==> src/rtl/crtc_rf_pkg.sv <==
package crtc_rf_pkg;
  localparam int DW       = 8;
  localparam int IW       = 5;
  localparam int NREG     = 8;
  localparam int HDE_SLOT = 1;
  localparam int VT_SLOT  = 6;
  localparam int OVF_SLOT = 7;

  // bits of a data-port write allowed through for a slot under the protect bits
  function automatic logic [DW-1:0] wr_allow(input logic [IW-1:0] slot, input logic [1:0] prot);
    logic [DW-1:0] m;
    if (slot == IW'(OVF_SLOT))
      m = {3'b000, ~prot[1], ~prot[0], ~prot[0], ~prot[1], ~prot[0]};
    else if (slot == IW'(HDE_SLOT))
      m = {DW{~prot[1]}};
    else
      m = {DW{~prot[0]}};
    return m;
  endfunction

  function automatic logic [DW-1:0] merge_bits(input logic [DW-1:0] old_v,
                                               input logic [DW-1:0] new_v,
                                               input logic [DW-1:0] allow);
    return (old_v & ~allow) | (new_v & allow);
  endfunction
endpackage

==> src/rtl/crtc_index_reg.sv <==
module crtc_index_reg #(
  parameter int DW = 8,
  parameter int IW = 5
) (
  input  logic          clk,
  input  logic          rst_n,
  input  logic          load,
  input  logic [DW-1:0] din,
  output logic [IW-1:0] idx
);
  always_ff @(posedge clk) begin
    if (!rst_n)    idx <= '0;
    else if (load) idx <= din[IW-1:0];
  end
endmodule

==> src/rtl/crtc_reg_bank.sv <==
module crtc_reg_bank
  import crtc_rf_pkg::*;
#(
  parameter int NR = NREG
) (
  input  logic                   clk,
  input  logic                   rst_n,
  input  logic                   we,
  input  logic [IW-1:0]          slot,
  input  logic [DW-1:0]          wdata,
  input  logic [1:0]             prot,
  output logic [NR-1:0][DW-1:0]  regs
);
  logic [DW-1:0] allow;
  assign allow = wr_allow(slot, prot);

  for (genvar g = 0; g < NR; g++) begin : g_reg
    logic hit;
    assign hit = we && (slot == IW'(g));
    always_ff @(posedge clk) begin
      if (!rst_n)   regs[g] <= '0;
      else if (hit) regs[g] <= merge_bits(regs[g], wdata, allow);
    end
  end
endmodule

==> src/rtl/crtc_timing_map.sv <==
module crtc_timing_map
  import crtc_rf_pkg::*;
(
  input  logic [NREG-1:0][DW-1:0] regs,
  input  logic                    vga_mode,
  output logic [DW-1:0]           h_total,
  output logic [DW-1:0]           h_disp_end,
  output logic [DW-1:0]           h_blank_start,
  output logic [DW-1:0]           h_blank_end,
  output logic [DW-1:0]           h_sync_start,
  output logic [DW-1:0]           h_sync_end,
  output logic [DW:0]             v_total,
  output logic                    v_disp_end_b8,
  output logic                    v_sync_start_b8,
  output logic                    v_blank_start_b8,
  output logic                    line_cmp_b8
);
  logic [DW-1:0] hi;
  assign hi = regs[OVF_SLOT];

  always_comb begin
    h_total          = '0;
    h_disp_end       = '0;
    h_blank_start    = '0;
    h_blank_end      = '0;
    h_sync_start     = '0;
    h_sync_end       = '0;
    v_total          = '0;
    v_disp_end_b8    = 1'b0;
    v_sync_start_b8  = 1'b0;
    v_blank_start_b8 = 1'b0;
    line_cmp_b8      = 1'b0;
    if (vga_mode) begin
      h_total          = regs[0];
      h_disp_end       = regs[1];
      h_blank_start    = regs[2];
      h_blank_end      = regs[3];
      h_sync_start     = regs[4];
      h_sync_end       = regs[5];
      v_total          = {hi[0], regs[VT_SLOT]};
      v_disp_end_b8    = hi[1];
      v_sync_start_b8  = hi[2];
      v_blank_start_b8 = hi[3];
      line_cmp_b8      = hi[4];
    end
  end
endmodule

==> src/rtl/crtc_regfile.sv <==
module crtc_regfile
  import crtc_rf_pkg::*;
(
  input  logic          clk,
  input  logic          rst_n,
  input  logic          wr_en,
  input  logic          port_sel,
  input  logic [7:0]    wdata,
  input  logic [1:0]    prot,
  input  logic          vga_mode,
  output logic [7:0]    rdata,
  output logic [7:0]    h_total,
  output logic [7:0]    h_disp_end,
  output logic [7:0]    h_blank_start,
  output logic [7:0]    h_blank_end,
  output logic [7:0]    h_sync_start,
  output logic [7:0]    h_sync_end,
  output logic [8:0]    v_total,
  output logic          v_disp_end_b8,
  output logic          v_sync_start_b8,
  output logic          v_blank_start_b8,
  output logic          line_cmp_b8
);
  logic [IW-1:0]           idx;
  logic [NREG-1:0][DW-1:0] regs;
  logic                    idx_load;
  logic                    data_we;
  logic                    slot_mapped;
  logic [DW-1:0]           slot_rd;

  assign idx_load    = wr_en && !port_sel;
  assign slot_mapped = (idx < IW'(NREG));
  assign data_we     = wr_en && port_sel && slot_mapped;

  crtc_index_reg #(.DW(DW), .IW(IW)) u_idx (
    .clk(clk), .rst_n(rst_n), .load(idx_load), .din(wdata), .idx(idx)
  );

  crtc_reg_bank #(.NR(NREG)) u_bank (
    .clk(clk), .rst_n(rst_n), .we(data_we), .slot(idx),
    .wdata(wdata), .prot(prot), .regs(regs)
  );

  crtc_timing_map u_map (
    .regs(regs), .vga_mode(vga_mode),
    .h_total(h_total), .h_disp_end(h_disp_end), .h_blank_start(h_blank_start),
    .h_blank_end(h_blank_end), .h_sync_start(h_sync_start), .h_sync_end(h_sync_end),
    .v_total(v_total), .v_disp_end_b8(v_disp_end_b8), .v_sync_start_b8(v_sync_start_b8),
    .v_blank_start_b8(v_blank_start_b8), .line_cmp_b8(line_cmp_b8)
  );

  always_comb begin
    slot_rd = '0;
    for (int i = 0; i < NREG; i++)
      if (idx == IW'(i)) slot_rd = regs[i];
  end

  assign rdata = port_sel ? slot_rd : {{(DW-IW){1'b0}}, idx};
endmodule

==> config.mk <==
export PLATFORM = sky130hd
export DESIGN_NAME = crtc_regfile
export DESIGN_NICKNAME = d
export VERILOG_FILES = /design/src/rtl/crtc_rf_pkg.sv /design/src/rtl/crtc_index_reg.sv /design/src/rtl/crtc_reg_bank.sv /design/src/rtl/crtc_timing_map.sv /design/src/rtl/crtc_regfile.sv
export SDC_FILE = /design/constraint.sdc
export NUM_CORES = 1
export LEC_CHECK = 0
export ABC_CLOCK_PERIOD_IN_PS = 7100
export BUFFER_PORTS_ARGS = -buffer_cell sky130_fd_sc_hd__clkbuf_2
export CAP_MARGIN = 40
export CORE_MARGIN = 3
export CORE_UTILIZATION = 50
export CTS_CLUSTER_SIZE = 14
export DETAILED_ROUTE_END_ITERATION = 7
export PLACE_DENSITY = 0.73
export SLEW_MARGIN = 25
export SYNTH_ARGS = -nofsm -noshare
export SYNTH_HDL_FRONTEND = slang
export SYNTH_SLANG_ARGS = --single-unit
==> constraint.sdc <==
create_clock -name clk -period 7.1 [get_ports clk]
set_clock_uncertainty 0.1 [all_clocks]
set_input_delay 2.13 -clock clk [delete_from_list [all_inputs] [get_ports clk]]
set_output_delay 2.13 -clock clk [all_outputs]
set_load 0.02 [all_outputs]
# Yosys cells after proc, flatten, opt, wreduce, memory -nomap -nowiden
# Cells that the tools add are included.
# word_totals
memories,0
mem_bits_rw,0
mem_bits_ro,0
inputBits,15
out_inout_bits,69
word_cells,72
latch_bits,0
regBits,69
# op_classes
n_eq_ne,7
magnitude_cmp,1
n_mux,22
addsub,0
bitwise,20
div,0
mul,0
n_shift,0
n_reduce_logical,13
# op_table
operator,n
$mux W8,17
$and A8 B8 Y8,9
$or A8 B8 Y8,8
$eq A5 B3 Y1 const B,4
$logic_and A1 B1 Y1,11
$eq A5 B2 Y1 const B,2
$mux W9,1
$not A8 Y8,1
$eq A5 B1 Y1 const B,1
$logic_not A5 Y1,1
$lt A5 B4 Y1 const B,1
$mux W1,4
$not A1 Y1,2
$logic_not A1 Y1,1

# Depth between registers and ports, before layout
# logic_depth
depth_word,10
ltp_mapped,7
mapped_depth_nobuf,4

# Modules after synthesis
# Synthesis repeated with hierarchy kept, for this count alone.
# unflattened
cells_unflattened,406
area_unflattened_um2,3772.4
# by_module_without_submodules
module,area_per_inst_um2,seq_area_each_um2,cells_per_inst,instances
crtc_reg_bank,2371.0,1281.2,223,1
crtc_regfile,720.7,0.0,100,1
crtc_timing_map,488.0,0.0,67,1
crtc_index_reg,192.7,100.1,16,1

# Least setup slack after synthesis
# No wires, ideal clock.
# synth_timing
path_kind,input to output
from,input port port_sel
to,output port rdata[3]
n_path_buf,1
setup_slack_ns,1.363
arrival_time_ns,3.507
cell_stages,3
required_time_ns,4.870
path_cell_list,or3b_1 > buf_6 > o311ai_0
# synth_via
elab_chain_len,1
# synth_lines
item,line,source
"start, declared",crtc_regfile.sv:7,"input logic port_sel,"
$mux W8,crtc_regfile.sv:58,"assign rdata = port_sel ? slot_rd : {{(DW-IW){1'b0}}, idx};"
"end, declared",crtc_regfile.sv:11,"output logic [7:0] rdata,"
# Every way passes these cells.

# Final worst setup path
# Ends and elaborated chain as after synthesis.

==> key figures <==
Status
  – Outcome: finished clean

Synthesis
  – Synthesized area: 0.00379 mm2
  – Register area share after synthesis: 36.5%
  – Yosys warnings: 0
  – Post-synth ARST share: 0%
  – Netlist cell types: 37
  – Synth top area cells: dfxtp_1 36%, mux2i_1 19%, and2_1 11%
  – Synth Area per Inst: 9.22 um2
  – EDFF count, synth: 0
  – #FFs+latches synth: 69
  – Top-area cell type share of the netlist area: 36.5%
  – Synth area leader: dfxtp_1
  – Mapped Cells: 411
  – Syn_nets: 426
  – Main flop type after synthesis: dfxtp_1

STA
  – Final worst path period share: 82.8%
  – Hold Fails Final Rpt: 0
  – Setup_tns: 0 ns
  – Worst-Margin Slew: 0.813 ns
  – Max-slew violations: 0
  – Worst rel slew slack: 45.4%
  – Max Freq: 170 MHz
  – Final setup fails: 0
  – Unrepaired setup endpoints after global routing: no
  – Tmin final: 5.88 ns
  – Hold Slack: 0.363 ns

Critical path
  – Reg2reg start: u_idx.idx[2]
  – Crit end category: output port
  – Buf/Inv on CP: 2
  – Largest stage delay on the critical path: 0.60 ns
  – CP startpoint: port_sel
  – Crit path top cell by count: clkbuf_2
  – Worst Path Max Fanout: 13
  – CP startpoint kind: primary input
  – Crit path max-delay family: simple AND/OR/NAND/NOR gates
  – Worst path cell trace: clkbuf_2 -> or3b_1 -> o311ai_0 -> clkbuf_2
  – Critical path type: primary input to output port
  – Worst EP required: 4.87 ns
  – Slowest CP cell: or3b_1
  – WP data arrival: 3.65 ns

Clocking
  – Clk root buf: clkbuf_8
  – Worst-path clk slew: 0.07 ns
  – Setup Buffers After CTS: 0
  – Number of H-tree levels: 3
  – Hold-fix buffers, CTS: 0
  – Total CTS buffers: 9
  – CTS tree: yes
  – Clk_lat worst skew: 0.33 ns
  – CTS Sinks: 69
  – Post-cts resize count: 0
  – CTS Buffer Depth: 2

Power
  – Sequential power share: 50.2%
  – Clock Power Share: 40.0%
  – PD cells: 177 mW/mm2
  – Logic pwr share: 9.8%
  – Psw: 201 uW
  – Sw Share: 25.5%
  – Peak supply drop: 0.0980 mV
  – Pleak: 1.87 nW
  – Pint: 589 uW
  – Total power: 790 uW

Placed design
  – Routability congestion estimate: 0.835
  – Post-DP HPWL: 6.94 mm
  – Post-DP Area: 0.00423 mm2
  – IO Port Bufs: 83

Die
  – DIE HEIGHT: 93.0 um
  – CORE AREA: 0.00729 mm2
  – Die ar.: 0.00866 mm2
  – Placement row count: 31
  – Starting Density: 52.0%
  – DIE WIDTH: 93.0 um
  – # IOs: 84

Final layout
  – Nets: 494
  – Cell area after layout: 0.00446 mm2
  – Fraction of final layout cells sized beyond drive strength 1: 25.0%
  – Area growth, synth to finish: 17.8%
  – ANT cells: 0
  – Fin util: 61.2%

Routing
  – 1st-pass router iterations: 4
  – 1st-iter DRT viols: 257
  – Via/cell ratio: 5.44
  – Post-route DRC violation count: 0
  – DR vias: 3174
  – Detail Route Antenna Nets: 0
  – Wire per inst: 16.9 um
  – Final wirelength: 9.84 mm

Global routing
  – Initial antenna violation count: 0
  – Vias in the first global route: 3013
  – Largest net degree at the start of global routing: 78
  – GRT overflow: 0
  – Global-route wire length before repair: 15.6 mm
  – Total Routing Usage GR: 23.0%

Worst hold path
  – Worst min path class: flip-flop to flip-flop

Run
  – Max Cap Viol: 0
## worst paths after layout
kind / end / slack (ns) / cells past startpoint
setup / recovery: rdata[3] / 1.22 / 4
hold reg to reg: flip-flop / 0.36 / 1
setup reg to reg: flip-flop / 4.34 / 4
hold / removal: flip-flop / 0.36 / 1
## logic make-up (layout without fill, tap and decap cells)
logic type	count (synthesis)	after routing	share of synthesized area, %
and+or+nand+nor	180	180	28.9
muxes	80	80	22.6
DFF	69	69	36.5
AOI/OAI and AO/OA	44	44	7.99
buffers and inverters	38	111	4.09
## stage by stage
stage               std cells  setup WS (ns)
floorplan                 411           1.36
global placement          563           1.32
detailed placement        564           1.21
CTS                       580           1.21
global route              583           1.14
finish                    583           1.22
## cells in the mapped netlist (5+ instances only)
master,count
a21oi_1,8
a221oi_1,8
and2_1,64
clkbuf_1,25
dfxtp_1,69
mux2i_1,72
nand2_1,34
nor2_1,9
nor2b_1,55
o21ai_0,7
o31ai_1,5
## routing by layer
| metal | global-route usage (%) | vias up | part of all wire, % |
|---|---|---|---|
| met3 | 3.62 | 15 | 6.0 |
| met4 | 10.1 | 0 | 2.0 |
| li1 | - | 1546 | - |
| met2 | 36.3 | 105 | 47 |
| met5 | 0 | - | 0 |
| met1 | 31.1 | 1508 | 45 |
## layout by cell type (no fill, tap or decap), drive strengths merged
cell,Yosys,routed
o22ai,2,2
nor2,9,9
o21ai,7,7
a221oi,8,8
nor4b,1,1
clkinv,1,5
o2bb2ai,1,1
buf,8,7
o31ai,5,5
mux2i,72,72
nand2,34,34
o311ai,2,2
nand4,3,3
nor3b,2,2
or3b,2,2
dfxtp,69,69
a211oi,4,4
and2,64,64
o2111ai,2,2
inv,4,4
mux4,4,4
o21a,2,2
a31oi,3,3
mux2,4,4
clkbuf,25,94
nand2b,2,2
nor2b,55,55
bufinv,0,1
a21oi,8,8
nor4,4,4
nor3,3,3
or2b,1,1
## area by class of cell
class                   count  area, um2
multi-input cells         304       2250
repair buffers             90        495
clock inverters             5       50.0
well taps                  99        124
inverters                   5       18.8
clock buffers              11        141
fillers                   653       2830
flip-flops and latches     69       1380
## power groups by stage
stage	clock network (mW)	registers, mW	logic [mW]
after floorplan	0	0.401	0.0574
after global placement	0	0.406	0.0722
after detailed placement	0	0.405	0.0755
after CTS	0.319	0.396	0.0757
after global routing	0.335	0.397	0.0849
final	0.316	0.397	0.0778
Note: power is estimated with default switching activity, not from simulation.
